===== config.mk =====
export PLATFORM = sky130hd
export DESIGN_NAME = pos_latch_counter
export DESIGN_NICKNAME = d
export VERILOG_FILES = /design/src/rtl/pcnt_pkg.sv /design/src/rtl/pcnt_trig_sel.sv /design/src/rtl/pcnt_core.sv /design/src/rtl/pcnt_snap.sv /design/src/rtl/pos_latch_counter.sv
export SDC_FILE = /design/constraint.sdc
export NUM_CORES = 1
export LEC_CHECK = 0
export BUFFER_PORTS_ARGS = -buffer_cell sky130_fd_sc_hd__buf_2
export CORE_MARGIN = 5
export CORE_UTILIZATION = 52
export CTS_CLUSTER_DIAMETER = 80
export DETAILED_ROUTE_END_ITERATION = 6
export PLACE_DENSITY_LB_ADDON = 0.15
export RECOVER_POWER = 25
export SLEW_MARGIN = 40
export SYNTH_ARGS = -nofsm -noshare
export SYNTH_HDL_FRONTEND = slang
export SYNTH_SLANG_ARGS = --single-unit

===== constraint.sdc =====
create_clock -name clk -period 3.4 [get_ports clk]
set_input_delay 0.17 -clock clk [delete_from_list [all_inputs] [get_ports clk]]
set_output_delay 0.17 -clock clk [all_outputs]
set_load 0.005 [all_outputs]

===== src/rtl/pcnt_pkg.sv =====
package pcnt_pkg;

   // Trigger select encodings; codes above SRC_TIMER select nothing
   typedef enum logic [2:0] {
      SRC_SWRD  = 3'd0,
      SRC_INDEX = 3'd1,
      SRC_DIN0  = 3'd2,
      SRC_DIN1  = 3'd3,
      SRC_TIMER = 3'd4
   } latch_src_e;

   localparam int unsigned SRC_W = 3;

endpackage


===== src/rtl/pcnt_trig_sel.sv =====
module pcnt_trig_sel
   import pcnt_pkg::*;
#(
   parameter bit EDGE_TRIG = 1'b1
) (
   input  logic             clk,
   input  logic             rst_n,
   input  logic [SRC_W-1:0] src,
   input  logic             rd_hi,
   input  logic             idx_in,
   input  logic             din0,
   input  logic             din1,
   input  logic             tmr_tick,
   output logic             fire
);

   localparam int unsigned N_EXT = 3;

   logic [N_EXT-1:0] ext_raw;
   logic [N_EXT-1:0] ext_evt;

   assign ext_raw = {din1, din0, idx_in};

   generate
      if (EDGE_TRIG) begin : g_edge
         logic [N_EXT-1:0] ext_q;

         always_ff @(posedge clk) begin
            if (!rst_n) ext_q <= '0;
            else        ext_q <= ext_raw;
         end

         assign ext_evt = ext_raw & ~ext_q;

         // a level held high yields no event in its second cycle
         p_edge_once_r10: assert property (@(posedge clk) disable iff (!rst_n)
            ext_raw[0] |=> !ext_evt[0]);
      end else begin : g_level
         assign ext_evt = ext_raw;
      end
   endgenerate

   always_comb begin
      unique case (src)
         SRC_SWRD:  fire = rd_hi;
         SRC_INDEX: fire = ext_evt[0];
         SRC_DIN0:  fire = ext_evt[1];
         SRC_DIN1:  fire = ext_evt[2];
         SRC_TIMER: fire = tmr_tick;
         default:   fire = 1'b0;
      endcase
   end

   // unused codes never fire
   p_no_src_r3: assert property (@(posedge clk) disable iff (!rst_n)
      (src > SRC_TIMER) |-> !fire);

endmodule


===== src/rtl/pcnt_core.sv =====
module pcnt_core #(
   parameter int unsigned CNT_W      = 24,
   parameter bit          CASCADE_EN = 1'b1
) (
   input  logic             clk,
   input  logic             rst_n,
   input  logic             cfg_mid,
   input  logic             cfg_rol,
   input  logic             cfg_cascade,
   input  logic             strobe,
   input  logic             dir_up,
   input  logic             casc_up,
   input  logic             casc_dn,
   input  logic             cmd_rst,
   input  logic             lat_fire,
   input  logic             ovf_clr,
   output logic [CNT_W-1:0] cnt_q,
   output logic             ovf_q,
   output logic             carry_up,
   output logic             borrow_dn
);

   localparam logic [CNT_W-1:0] MAX_V = {CNT_W{1'b1}};
   localparam logic [CNT_W-1:0] MID_V = {1'b1, {(CNT_W-1){1'b0}}};

   logic             step;
   logic             up;
   logic             clear;
   logic             apply;
   logic [CNT_W-1:0] rst_val;
   logic [CNT_W-1:0] cnt_d;
   logic             wrap;

   generate
      if (CASCADE_EN) begin : g_casc
         assign step = cfg_cascade ? (casc_up ^ casc_dn) : strobe;
         assign up   = cfg_cascade ? casc_up : dir_up;
      end else begin : g_plain
         logic unused_casc;
         assign unused_casc = cfg_cascade ^ casc_up ^ casc_dn;
         assign step = strobe;
         assign up   = dir_up;
      end
   endgenerate

   assign rst_val   = cfg_mid ? MID_V : '0;
   assign clear     = cmd_rst | (lat_fire & cfg_rol);
   assign apply     = step & ~clear;
   assign carry_up  = apply & up & (cnt_q == MAX_V);
   assign borrow_dn = apply & ~up & (cnt_q == '0);
   assign wrap      = carry_up | borrow_dn;

   always_comb begin
      if (clear)      cnt_d = rst_val;
      else if (apply) cnt_d = up ? cnt_q + 1'b1 : cnt_q - 1'b1;
      else            cnt_d = cnt_q;
   end

   always_ff @(posedge clk) begin
      if (!rst_n) begin
         cnt_q <= '0;
         ovf_q <= 1'b0;
      end else begin
         cnt_q <= cnt_d;
         if (wrap)         ovf_q <= 1'b1;
         else if (ovf_clr) ovf_q <= 1'b0;
      end
   end

   p_wrap_excl_r8: assert property (@(posedge clk) disable iff (!rst_n)
      !(carry_up && borrow_dn));

   p_wrap_sets_ovf_r2: assert property (@(posedge clk) disable iff (!rst_n)
      wrap |=> ovf_q);

   p_ovf_clears_r2: assert property (@(posedge clk) disable iff (!rst_n)
      (ovf_clr && !wrap) |=> !ovf_q);

   p_cmd_rst_r7: assert property (@(posedge clk) disable iff (!rst_n)
      cmd_rst |=> (cnt_q == ($past(cfg_mid) ? MID_V : '0)));

   p_step_up_r1: assert property (@(posedge clk) disable iff (!rst_n)
      (apply && up) |=> (cnt_q == $past(cnt_q) + 1'b1));

   p_idle_hold_r1: assert property (@(posedge clk) disable iff (!rst_n)
      (!step && !clear) |=> $stable(cnt_q));

endmodule


===== src/rtl/pcnt_snap.sv =====
module pcnt_snap #(
   parameter int unsigned CNT_W = 24
) (
   input  logic             clk,
   input  logic             rst_n,
   input  logic             lat_fire,
   input  logic [CNT_W-1:0] cnt_q,
   output logic [CNT_W-1:0] snap_q
);

   always_ff @(posedge clk) begin
      if (!rst_n)        snap_q <= '0;
      else if (lat_fire) snap_q <= cnt_q;
   end

   p_snap_hold_r4: assert property (@(posedge clk) disable iff (!rst_n)
      !lat_fire |=> $stable(snap_q));

endmodule


===== src/rtl/pos_latch_counter.sv =====
module pos_latch_counter
   import pcnt_pkg::*;
#(
   parameter int unsigned CNT_W      = 24,
   parameter int unsigned BYTE_W     = 8,
   parameter bit          CASCADE_EN = 1'b1,
   parameter bit          EDGE_TRIG  = 1'b1
) (
   input  logic              clk,
   input  logic              rst_n,
   input  logic [SRC_W-1:0]  cfg_src,
   input  logic              cfg_rst_on_lat,
   input  logic              cfg_mid_rst,
   input  logic              cfg_cascade,
   input  logic              cnt_strobe,
   input  logic              cnt_dir,
   input  logic              casc_up_in,
   input  logic              casc_dn_in,
   input  logic              cmd_rst,
   input  logic              rd_hi,
   input  logic              idx_in,
   input  logic              din0,
   input  logic              din1,
   input  logic              tmr_tick,
   input  logic              ovf_clr,
   output logic [BYTE_W-1:0] lat_lo,
   output logic [BYTE_W-1:0] lat_mid,
   output logic [BYTE_W-1:0] lat_hi,
   output logic              ovf_flag,
   output logic              carry_up,
   output logic              borrow_dn
);

   localparam int unsigned N_BYTES = CNT_W / BYTE_W;

   generate
      if (CNT_W != N_BYTES * BYTE_W || N_BYTES != 3) begin : g_bad_width
         $error("pos_latch_counter: CNT_W must be three whole bytes");
      end
   endgenerate

   logic             fire;
   logic [CNT_W-1:0] cnt_q;
   logic [CNT_W-1:0] snap_q;

   pcnt_trig_sel #(.EDGE_TRIG(EDGE_TRIG)) u_trig (
      .clk      (clk),
      .rst_n    (rst_n),
      .src      (cfg_src),
      .rd_hi    (rd_hi),
      .idx_in   (idx_in),
      .din0     (din0),
      .din1     (din1),
      .tmr_tick (tmr_tick),
      .fire     (fire)
   );

   pcnt_core #(.CNT_W(CNT_W), .CASCADE_EN(CASCADE_EN)) u_core (
      .clk         (clk),
      .rst_n       (rst_n),
      .cfg_mid     (cfg_mid_rst),
      .cfg_rol     (cfg_rst_on_lat),
      .cfg_cascade (cfg_cascade),
      .strobe      (cnt_strobe),
      .dir_up      (cnt_dir),
      .casc_up     (casc_up_in),
      .casc_dn     (casc_dn_in),
      .cmd_rst     (cmd_rst),
      .lat_fire    (fire),
      .ovf_clr     (ovf_clr),
      .cnt_q       (cnt_q),
      .ovf_q       (ovf_flag),
      .carry_up    (carry_up),
      .borrow_dn   (borrow_dn)
   );

   pcnt_snap #(.CNT_W(CNT_W)) u_snap (
      .clk      (clk),
      .rst_n    (rst_n),
      .lat_fire (fire),
      .cnt_q    (cnt_q),
      .snap_q   (snap_q)
   );

   assign lat_lo  = snap_q[BYTE_W-1:0];
   assign lat_mid = snap_q[2*BYTE_W-1:BYTE_W];
   assign lat_hi  = snap_q[3*BYTE_W-1:2*BYTE_W];

   // capture takes the count from before this cycle's step or reset
   p_capture_pre_r4: assert property (@(posedge clk) disable iff (!rst_n)
      fire |=> (snap_q == $past(cnt_q)));

   // reset-on-latch puts the counter at zero or mid-scale
   p_rol_r5: assert property (@(posedge clk) disable iff (!rst_n)
      (fire && cfg_rst_on_lat) |=> (cnt_q == {$past(cfg_mid_rst), {(CNT_W-1){1'b0}}}));

endmodule


**Yosys cells after proc, flatten, opt, wreduce, memory -nomap -nowiden**

Cells that the tools add are included.

- Memory bits (read-only): 0
- Output and inout port bits: 27
- Register bits after elaboration: 52
- Input port bits: 19
- Bits in writable memories: 0
- Memories kept: 0
- Latch bits: 0
- Logic and storage cells: 37

- Div/mod/pow operators: 0
- Multiply operators: 0
- Muxes and demuxes: 9
- Shift operators: 0
- Reduce and logical (&&, ||, !) cells: 4
- Add/subtract/negate cells: 2
- Order comparisons: 0
- Bitwise gates (word level): 13
- Equal/unequal tests: 5

Operator list:

| cell | count |
|---|---|
| $mux W24 | 4 |
| $add A24 B1 Y24 const B | 1 |
| $eq A24 B24 Y1 const B | 1 |
| $logic_not A24 Y1 | 1 |
| $sub A24 B1 Y24 const B | 1 |
| $and A1 B1 Y1 | 6 |
| $eq A3 B2 Y1 const B | 2 |
| $pmux W1 S5 | 1 |
| $mux W1 | 4 |
| $reduce_bool A2 Y1 | 2 |
| $and A3 B3 Y3 | 1 |
| $eq A3 B1 Y1 const B | 1 |
| $eq A3 B3 Y1 const B | 1 |
| $logic_not A3 Y1 | 1 |
| $not A3 Y3 | 1 |
| $not A1 Y1 | 2 |
| $or A1 B1 Y1 | 2 |
| $xor A1 B1 Y1 | 1 |

**Logic depth before layout (Yosys ltp)**

Gate-level depths: netlist of run 1.

- Depth in word-level cells: 11
- Mapped depth: 10
- Depth with buffers taken out: 10

**Hierarchy**

From an unflattened synthesis of run 1, not the netlist that was laid out.

- Cells, all modules: 361
- Area, all modules: 3166.8 sq um

Modules (own cells, without submodules):

| module | instances | area an instance (sq um) | cells each | seq. area each (sq um) |
|---|---|---|---|---|
| pcnt_core | 1 | 2097.0 | 269 | 500.5 |
| pcnt_snap | 1 | 929.6 | 77 | 480.5 |
| pcnt_trig_sel | 1 | 140.1 | 15 | 60.1 |

**Least setup slack after synthesis of run 1**

OpenSTA, ideal clock, no wires.

- Path type: input port to flip-flop
- Start: input port cfg_cascade
- End: register u_core.cnt_q[22]
- Library setup time: 0.116 ns
- Stages on the path: 10
- Data required time: 3.284 ns
- Path slack: -0.093 ns
- Arrival time: 3.377 ns
- Path buffers: 0
- Cells stage by stage: mux2i_1 > inv_1 > fa_1 > and2b_1 > o2111ai_1 > a31oi_1 > nor2b_1 > o31ai_1 > mux2_2 > a31o_2

- Word-level cells in the longest chain between the ends: 4
- Elaborated cells between the ends (all ways): 7
- Those cells by class: mux: 5; bitwise: 1; reduce/logical: 1

RTL lines:

| element | line | RTL |
|---|---|---|
| start, declared | pos_latch_counter.sv:14 | `input logic cfg_cascade,` |
| $mux W1 | pcnt_core.sv:37 | `assign up = cfg_cascade ? casc_up : dir_up;` |
| $mux W24 (2 in a row) | pcnt_core.sv:55 | `else if (apply) cnt_d = up ? cnt_q + 1'b1 : cnt_q - 1'b1;` |
| $mux W24 | pcnt_core.sv:54 | `if (clear) cnt_d = rst_val;` |
| end signal, assigned | pcnt_core.sv:64 | `cnt_q <= cnt_d;` |
| end, declared | pcnt_core.sv:17 | `output logic [CNT_W-1:0] cnt_q,` |

Several ways; a longest one is shown, not always the timed one. The select of a mux whose other input is x is not followed.
A chain may end at the register's enable or synchronous reset.

**Final worst setup path of run 1**

- Start: register u_core.cnt_q[0]
- End: register u_core.cnt_q[22]

- Word-level cells in the longest chain between the ends: 4
- Elaborated cells between the ends (all ways): 5
- Those cells by class: add/sub: 2; mux: 3

RTL lines:

| element | line |
|---|---|
| $sub A24 B1 Y24 or $add A24 B1 Y24 (tied branches) | pcnt_core.sv:55 |
| $mux W24 (*) (2 in a row) | pcnt_core.sv:55 |
| $mux W24 (*) | pcnt_core.sv:54 |

Every way passes the cells marked *; elsewhere a longest branch is shown, timed or not. The select of a mux whose other input is x is not followed.

==> impl_metrics.env, run 1 <==
export IMPL_cp_cell_sequence="inv_1, fa_1, and2b_1, o2111ai_1, a31oi_1, nor2b_1, o31ai_1, mux2_2, a31o_2"
export IMPL_drcViolationCount=0
export IMPL_ir_drop_uv=202
export IMPL_critPathMaxFanout=5
export IMPL_drive_gt1_share_pct=12.5
export IMPL_arrival_ns=3.03
export IMPL_antenna_found_initial=0
export IMPL_syn_to_final_growth_pct=10.6
export IMPL_numPortBuffers=45
export IMPL_grt_use_total_pct=21.3
export IMPL_rsz0062_at_grt="no"
export IMPL_ys_seq_area_share_pct=31.0
export IMPL_die_h_um=90.3
export IMPL_yosysWarnings=0
export IMPL_reg2reg_to="u_core.cnt_q[22]"
export IMPL_dr_first_iter_drc_count=269
export IMPL_cpPeakStageDelay_ns=0.45
export IMPL_finish_net_count=482
export IMPL_p_leak_nw=1.59
export IMPL_synth_top_cells_by_count="dfxtp_1 (52), nand2_1 (39), a21oi_1 (36)"
export IMPL_gr_total_overflow=0
export IMPL_cts_resized=0
export IMPL_cts_sinks=52
export IMPL_tns_ns=0
export IMPL_worst_slack_ns=0.588
export IMPL_required_ns=3.62
export IMPL_critPathCaptureType="register"
export IMPL_h_tree_depth=2
export IMPL_place_ws_ns=0.477
export IMPL_crit_path_start="u_core.cnt_q[0]"
export IMPL_netlist_area_um2=3360
export IMPL_wire_per_inst_um=17.0
export IMPL_fin_skew_ns=0.0146
export IMPL_route_vias_total=3088
export IMPL_synth_seq_cells=52
export IMPL_status="finished, final reports clean"
export IMPL_synth_edf_count=0
export IMPL_gp_congestion=0.907
export IMPL_maxCapViolations=0
export IMPL_whs_endpoint="u_trig.g_edge.ext_q[0]"
export IMPL_reg2reg_depth=9
export IMPL_r2r_start="u_core.cnt_q[0]"
export IMPL_dieArea_um2=8160
export IMPL_core_rowCount=29
export IMPL_post_cts_buffers=0
export IMPL_detail_route_antenna_nets=0
export IMPL_holdPathStages=2
export IMPL_postCtsHoldBufs=0
export IMPL_cts_buffers=5
export IMPL_synth_most_common_cell="dfxtp_1"
export IMPL_tightest_slew_ns=1.00
export IMPL_syn_inst=404
export IMPL_cts_tree="built"
export IMPL_ys_async_sr_fraction_pct=0
export IMPL_path_clk_slew_ns=0.11
export IMPL_grt_max_degree=31
export IMPL_synth_top_area_share_pct=31.0
export IMPL_report_final_slew_viol_count=0
export IMPL_slowest_stage="fa_1"
export IMPL_setup_viol=0
export IMPL_die_w_um=90.3
export IMPL_via_per_inst=5.96
export IMPL_p_per_area_nw_per_um2=391
export IMPL_grt_pass1_vias=2910
export IMPL_period_needed_ns=2.81
export IMPL_fin_crit_sh_pct=82.7
export IMPL_slew_headroom_pct=33.1
export IMPL_grt_first_pass_wirelength_um=14700
export IMPL_core_area_um2=6310
export IMPL_synth_nets=446
export IMPL_clk_path_buf_depth=2
export IMPL_crit_type="register to register"
export IMPL_initial_core_util_pct=53.2
export IMPL_wirelength_um=8820
export IMPL_dp_hpwl_um=6520
export IMPL_synthTopCellsByArea="dfxtp_1 (31%), ha_1 (8.2%), mux2i_1 (8.1%)"
export IMPL_hp_start="idx_in"
export IMPL_start_kind="register"
export IMPL_avgSynthCellArea_um2=8.31
export IMPL_r2r_slack_ns=0.59
export IMPL_n_antenna_cell=0
export IMPL_clockRootBuffer="clkbuf_8"
export IMPL_clk_latency_ns=0.31
export IMPL_synth_distinct_cells=49
export IMPL_io_pins=46
export IMPL_synth_ff_type="dfxtp_1"
export IMPL_synth_top_cell_by_area="dfxtp_1"
export IMPL_fmax_mhz=356
export IMPL_min_path_type="primary input to register"
export IMPL_dr_pass1_iters=5
export IMPL_hold_viol_final=0
export IMPL_fillers=607
==> cells in the final DEF (no fill, tap or decap), types with 2 or more instances in the layout <==
cell type | synthesis | routed
nand2b_1 | 4 | 4
or4_1 | 2 | 2
or3_1 | 4 | 4
a21oi_1 | 36 | 36
nand2_1 | 39 | 39
clkbuf_1 | 11 | 10
o211ai_1 | 4 | 4
o21a_1 | 3 | 3
mux2i_1 | 27 | 26
nor2b_1 | 29 | 29
and2_0 | 1 | 3
and2_1 | 4 | 2
a31o_2 | 2 | 2
nor2_1 | 13 | 13
o21bai_1 | 2 | 2
a2111oi_0 | 3 | 3
nand4_1 | 13 | 13
buf_4 | 3 | 6
a21o_1 | 13 | 13
nor3_1 | 7 | 7
and4_1 | 2 | 2
and3_1 | 5 | 5
xnor2_1 | 11 | 11
nand3_1 | 17 | 17
a211oi_1 | 5 | 5
xor2_1 | 5 | 5
dfxtp_1 | 52 | 52
ha_1 | 22 | 22
clkbuf_8 | 0 | 5
o31ai_1 | 2 | 2
o2bb2ai_1 | 2 | 2
nor4_1 | 7 | 7
buf_2 | 5 | 35
o21ai_0 | 19 | 19
a21boi_0 | 2 | 2
inv_1 | 6 | 6
a31oi_1 | 7 | 7
inv_6 | 0 | 2
==> metrics by stage <==
step / hold slack, ns / area, um^2 / utilization [%] / power (mW) / cells
4_1_cts: 0.0632 / 3730 / 59.0 / 1.46 / 518
3_3_place_gp: 0.384 / 3630 / 57.5 / 1.07 / 510
5_1_grt: 0.0805 / 3710 / 58.8 / 1.54 / 518
3_5_place_dp: 0.389 / 3630 / 57.5 / 1.08 / 510
6_report: 0.0685 / 3710 / 58.8 / 1.45 / 518
2_1_floorplan: 0.292 / 3360 / - / 0.976 / 404
==> where the power goes <==
part / switching, mW / internal (mW) / total (mW)
clock: 0.231 / 0.151 / 0.381
combinational: 0.234 / 0.166 / 0.400
sequential: 0.0357 / 0.636 / 0.672
total: 0.500 / 0.953 / 1.45
==> metal layers <==
layer | global-route usage [%] | routed length (um) | up-vias
met4 | 5.83 | 142 | 0
met1 | 28.2 | 3910 | 1415
met5 | 0 | 0 | -
li1 | - | - | 1555
met2 | 36.4 | 4280 | 105
met3 | 2.58 | 483 | 13
==> cells by family (layout without fill, tap and decap cells) <==
family,count (synthesis),after routing,share of synthesized area [%]
flip-flops,52,52,31.0
AND/OR/NAND/NOR,152,152,24.2
AO/OA/AOI/OAI,105,105,19.7
buffers and inverters,28,65,3.76
adder cells (fa/ha/maj),23,23,8.80
XOR/XNOR,16,16,4.17
multiplexers,28,28,8.39
==> layout make-up <==
class	count	area [um^2]	share of cell area, %
clock inverters	3	25.0	0.674
inverters	6	22.5	0.606
clock buffers	5	68.8	1.85
repair buffers	51	258	6.94
flip-flops and latches	52	1040	28.0
multi-input cells	324	2200	59.3
well taps	77	96.3	2.59
==> registers in the layout, indices dropped and copies added (netlist names) <==
name and cells:
u_core.cnt_q 24, u_trig.g_edge.ext_q 3, u_core.ovf_q 1, u_snap.snap_q 24
==> critical path, delay by kind of cell (launching register included) <==
family | cells | cell delay, ns
adder cells (fa/ha/maj) | 1 | 0.45
flip-flops | 1 | 0.44
AO/OA/AOI/OAI | 4 | 0.97
AND/OR/NAND/NOR | 2 | 0.37
buffers and inverters | 1 | 0.12
multiplexers | 1 | 0.37
==> worst max-delay path by stage <==
stage,to,cells after the start
finish,u_core.cnt_q[22],9
global route,u_core.cnt_q[22],9
CTS,u_core.cnt_q[22],9
detailed placement,u_core.cnt_q[22],11
global placement,u_core.cnt_q[22],11
floorplan,u_core.cnt_q[22],10
Note: power is estimated with default switching activity, not from simulation.
==> run 2: changes to the inputs <==
CORE_UTILIZATION = 56   (was 52)
clock period = 2.7 ns   (was 3.4 ns; I/O delays follow)
==> run 2 against run 1 <==
Effect of this change:
- critical path depth unchanged
- register-to-register slack got worse by 0.42 ns
- combinational power is 36% higher
- largest cell class unchanged
==> impl_metrics.env, run 2 (synthesized netlist as in run 1, its figures left out) <==
export IMPL_status="finished, final reports clean"
export IMPL_whs_endpoint="u_trig.g_edge.ext_q[1]"
export IMPL_wire_per_inst_um=16.5
export IMPL_mostFrequentLayoutCell="dfxtp_1"
export IMPL_fillers=532
export IMPL_reg2reg_to="u_core.cnt_q[22]"
export IMPL_report_final_slew_viol_count=0
export IMPL_maxCapViolations=0
export IMPL_cts_buffers=5
export IMPL_cts_tree="built"
export IMPL_cts_sinks=52
export IMPL_required_ns=2.92
export IMPL_r2r_slack_ns=0.17
export IMPL_drive_gt1_share_pct=17.0
export IMPL_path_clk_slew_ns=0.11
export IMPL_via_per_inst=5.86
export IMPL_die_h_um=87.4
export IMPL_dr_first_iter_drc_count=167
export IMPL_die_w_um=87.4
export IMPL_postCtsHoldBufs=0
export IMPL_grt_pass1_vias=3050
export IMPL_core_rowCount=28
export IMPL_clk_path_buf_depth=2
export IMPL_final_util_pct=65.9
export IMPL_syn_to_final_growth_pct=15.5
export IMPL_clockRootBuffer="clkbuf_8"
export IMPL_start_kind="register"
export IMPL_fin_crit_sh_pct=93.8
export IMPL_final_cell_mix="dfxtp_1 (50), nand2_1 (39), buf_2 (38)"
export IMPL_fin_skew_ns=0.00681
export IMPL_dr_pass1_iters=4
export IMPL_p_per_area_nw_per_um2=484
export IMPL_grt_first_pass_wirelength_um=14700
export IMPL_tightest_slew_ns=0.931
export IMPL_detail_route_antenna_nets=0
export IMPL_gr_total_overflow=0
export IMPL_hp_start="din0"
export IMPL_drcViolationCount=0
export IMPL_dieArea_um2=7640
export IMPL_clk_latency_ns=0.32
export IMPL_crit_type="register to register"
export IMPL_post_cts_buffers=0
export IMPL_ir_drop_uv=308
export IMPL_slew_headroom_pct=38.0
export IMPL_critPathCaptureType="register"
export IMPL_arrival_ns=2.76
export IMPL_worst_slack_ns=0.166
export IMPL_period_needed_ns=2.53
export IMPL_r2r_start="u_core.cnt_q[0]"
export IMPL_hold_viol_final=0
export IMPL_gp_congestion=0.958
export IMPL_n_antenna_cell=0
export IMPL_numPortBuffers=45
export IMPL_finish_net_count=499
export IMPL_critPathMaxFanout=5
export IMPL_h_tree_depth=2
export IMPL_grt_use_total_pct=24.3
export IMPL_grt_max_degree=30
export IMPL_fmax_mhz=395
export IMPL_rsz0062_at_grt="no"
export IMPL_antenna_found_initial=0
export IMPL_initial_core_util_pct=57.0
export IMPL_holdPathStages=2
export IMPL_wirelength_um=8800
export IMPL_core_area_um2=5890
export IMPL_route_vias_total=3126
export IMPL_io_pins=46
export IMPL_setup_viol=0
export IMPL_dp_hpwl_um=6560
export IMPL_place_ws_ns=-0.0262
export IMPL_p_leak_nw=1.69
export IMPL_min_path_type="primary input to register"
export IMPL_reg2reg_depth=9
export IMPL_reg_largest_list="u_core.cnt_q: 24 flops, u_snap.snap_q: 24 flops, u_trig.g_edge.ext_q: 3 flops"
run 2: layout make-up:
class                      count  area [um^2]  share of cell area [%]
clock buffer                   5         68.8                    1.77
clock inverter                 3         27.5                   0.710
inverter                       6         22.5                   0.581
multi-input combinational    324         2220                    57.3
sequential                    52         1050                    27.0
tap                           75         93.8                    2.42
timing repair buffer          68          398                    10.3
run 2: stage by stage:
| step | std cells | hold slack (ns) | cell area [um^2] | total power, mW | TNS [ns] |
|---|---|---|---|---|---|
| 2_1_floorplan | 404 | 0.257 | 3370 | 1.23 | 0 |
| 3_3_place_gp | 525 | 0.348 | 3780 | 1.38 | 0 |
| 3_5_place_dp | 525 | 0.356 | 3780 | 1.39 | -0.0262 |
| 4_1_cts | 533 | 0.0270 | 3870 | 1.88 | 0 |
| 5_1_grt | 533 | 0.0413 | 3880 | 1.99 | 0 |
| 6_report | 533 | 0.0298 | 3880 | 1.88 | 0 |
run 2: critical path, stage by stage (launching register included):
cell       delay (ns)
dfxtp_4          0.39
inv_1            0.08
fa_1             0.42
and2b_1          0.26
o2111ai_2        0.14
a31oi_1          0.25
nor2b_1          0.11
o31ai_2          0.24
mux2_2           0.35
a31o_2           0.20
run 2: per-layer routing:
metal | track usage [%] | up-vias | routed length, um
met3 | 4.16 | 11 | 407
li1 | - | 1593 | -
met2 | 42.9 | 71 | 4280
met1 | 30.1 | 1451 | 4010
met4 | 6.56 | 0 | 102
met5 | 0 | - | 0
run 2: timing repair:
| action | CTS | global route |
|---|---|---|
| hold endpoints to repair | 0 | 0 |
| endpoints found under the setup margin | 0 | 3 |
| gates resized for setup | 0 | 6 |
run 2: worst max-delay path by stage:
stage                     slack, ns               end  cells after the start            start
final                          0.17  u_core.cnt_q[22]                      9  u_core.cnt_q[0]
after global routing          0.009  u_core.cnt_q[22]                      9  u_core.cnt_q[0]
after CTS                      0.07  u_core.cnt_q[22]                      9  u_core.cnt_q[0]
after detailed placement      -0.03  u_core.cnt_q[22]                     11      cfg_cascade
after global placement         0.07  u_core.cnt_q[22]                     11      cfg_cascade
after floorplan                0.01  u_core.cnt_q[22]                     10      cfg_cascade
run 2: power by group:
part / internal [mW] / switching, mW / total (mW)
Combinational: 0.241 / 0.304 / 0.545
Sequential: 0.801 / 0.0423 / 0.843
Clock: 0.191 / 0.298 / 0.489
==> run 3: changes to the inputs <==
CORE_UTILIZATION = 58   (was 56)
==> run 3 against run 2 <==
Effect of this change:
- sequential power is essentially flat
- total power grew 4.7%
- fmax is essentially flat
- setup slack lost 0.0017 ns
- clock-buffer cell count grew 1
- non-clock buffer count grew 8
- clock power grew 14%
- global-route usage grew 1.1 points
- wire length grew 3.5%
- core utilization grew 4.6 points
- critical path depth is the same
==> impl_metrics.env, run 3 (synthesized netlist as in run 1, its figures left out) <==
export IMPL_p_leak_nw=1.73
export IMPL_required_ns=2.92
export IMPL_setup_viol=0
export IMPL_die_h_um=86.1
export IMPL_crit_buf_inv=1
export IMPL_grt_first_pass_wirelength_um=15300
export IMPL_crit_type="register to register"
export IMPL_n_antenna_cell=0
export IMPL_worst_slack_ns=0.165
export IMPL_gp_congestion=0.977
export IMPL_die_w_um=86.1
export IMPL_place_area_um2=3810
export IMPL_cts_buffers=5
export IMPL_finish_net_count=507
export IMPL_period_needed_ns=2.54
export IMPL_detail_route_antenna_nets=0
export IMPL_cts_sinks=52
export IMPL_clk_path_buf_depth=2
export IMPL_power_mw=1.97
export IMPL_status="finished, final reports clean"
export IMPL_final_cell_mix="dfxtp_1 (51), nand2_1 (39), buf_2 (37)"
export IMPL_report_final_slew_viol_count=0
export IMPL_path_clk_slew_ns=0.11
export IMPL_crit_family="compound AO/OA/AOI/OAI gates"
export IMPL_core_rowCount=27
export IMPL_cpPeakStageDelay_ns=0.44
export IMPL_wirelength_um=9110
export IMPL_dr_first_iter_drc_count=182
export IMPL_critPathMaxFanout=5
export IMPL_regArea_um2=1040
export IMPL_ir_drop_uv=472
export IMPL_via_per_inst=6.09
export IMPL_drcViolationCount=0
export IMPL_whs_ns=0.0418
export IMPL_fin_crit_sh_pct=93.9
export IMPL_arrival_ns=2.75
export IMPL_mostFrequentLayoutCell="dfxtp_1"
export IMPL_clk_latency_ns=0.31
export IMPL_hold_viol_final=0
export IMPL_slew_headroom_pct=37.4
export IMPL_core_area_um2=5570
export IMPL_cp_cell_sequence="inv_1, fa_1, and2b_1, o2111ai_1, a31oi_1, nor2b_1, o31ai_2, mux2_2, a31o_2"
export IMPL_numPortBuffers=45
export IMPL_grt_pass1_vias=3222
export IMPL_tightest_slew_ns=0.940
export IMPL_gr_total_overflow=0
export IMPL_cts_tree="built"
export IMPL_rsz0062_at_grt="no"
export IMPL_dp_hpwl_um=6740
export IMPL_wire_per_inst_um=16.9
export IMPL_io_pins=46
export IMPL_antenna_found_initial=0
export IMPL_p_per_area_nw_per_um2=500
export IMPL_h_tree_depth=2
export IMPL_grt_max_degree=30
export IMPL_place_inst=529
export IMPL_grt_use_total_pct=25.3
export IMPL_start_kind="register"
export IMPL_place_ws_ns=0.00451
export IMPL_finalInstanceArea_um2=3930
export IMPL_initial_core_util_pct=60.2
export IMPL_dr_pass1_iters=5
export IMPL_drive_gt1_share_pct=17.6
export IMPL_multiInputGateArea_um2=2220
export IMPL_slowest_stage="fa_1"
export IMPL_fmax_mhz=394
export IMPL_min_path_type="primary input to register"
export IMPL_reg_largest_list="u_core.cnt_q: 24 flops, u_snap.snap_q: 24 flops, u_trig.g_edge.ext_q: 3 flops"
export IMPL_clockRootBuffer="clkbuf_8"
export IMPL_instances_no_fill=538
export IMPL_syn_to_final_growth_pct=17.0
export IMPL_dieArea_um2=7410
export IMPL_final_util_pct=70.5
export IMPL_route_vias_total=3274
export IMPL_critPathCaptureType="register"
export IMPL_maxCapViolations=0
export IMPL_fin_skew_ns=0.0125
export IMPL_tns_ns=0
export IMPL_fillers=453
[run 3: final timing paths]
kind	depth (start not counted)	start	slack, ns	end
setup / recovery	9	u_core.cnt_q[0]	0.16	u_core.cnt_q[22]
hold / removal	2	din0	0.04	u_trig.g_edge.ext_q[1]
setup reg to reg	9	u_core.cnt_q[0]	0.16	u_core.cnt_q[22]
hold reg to reg	2	u_snap.snap_q[1]	0.52	u_snap.snap_q[1]
[run 3: what timing repair did]
item / CTS / global route
hold buffers: 0 / 0
setup endpoints to repair: 0 / 2
resized for setup: 0 / 3
hold endpoints to repair: 0 / 0
setup buffers: 0 / 1
[run 3: final cells by class]
cell class	instances	share of cell area, %
Multi-Input combinational cell	324	56.4
Sequential cell	52	26.6
Timing Repair Buffer	76	11.3
Tap cell	72	2.29
Clock buffer	6	1.85
Clock inverter	2	0.987
Inverter	6	0.573
[run 3: worst reg2reg max path: cells and delay by family, from the launching register on]
kind                       cells  cell delay, ns
and+or+nand+nor                2            0.33
buffers and inverters          1            0.09
AOI/OAI and AO/OA              4            0.87
adders and majority gates      1            0.44
DFF                            1            0.38
muxes                          1            0.36
[run 3: layer usage]
layer  track usage [%]  part of all wire (%)  up-vias  wire (um)
li1                  -                     -     1597          -
met5                 0                     0        -          0
met2              44.0                    49      118       4440
met3              4.23                   5.7       26        515
met4              9.35                   3.3        0        299
met1              31.2                    42     1533       3850
[run 3: power by group]
| part | switching (mW) | internal (mW) |
|---|---|---|
| logic | 0.312 | 0.253 |
| clock network | 0.275 | 0.281 |
| registers | 0.0428 | 0.800 |
| total | 0.630 | 1.33 |
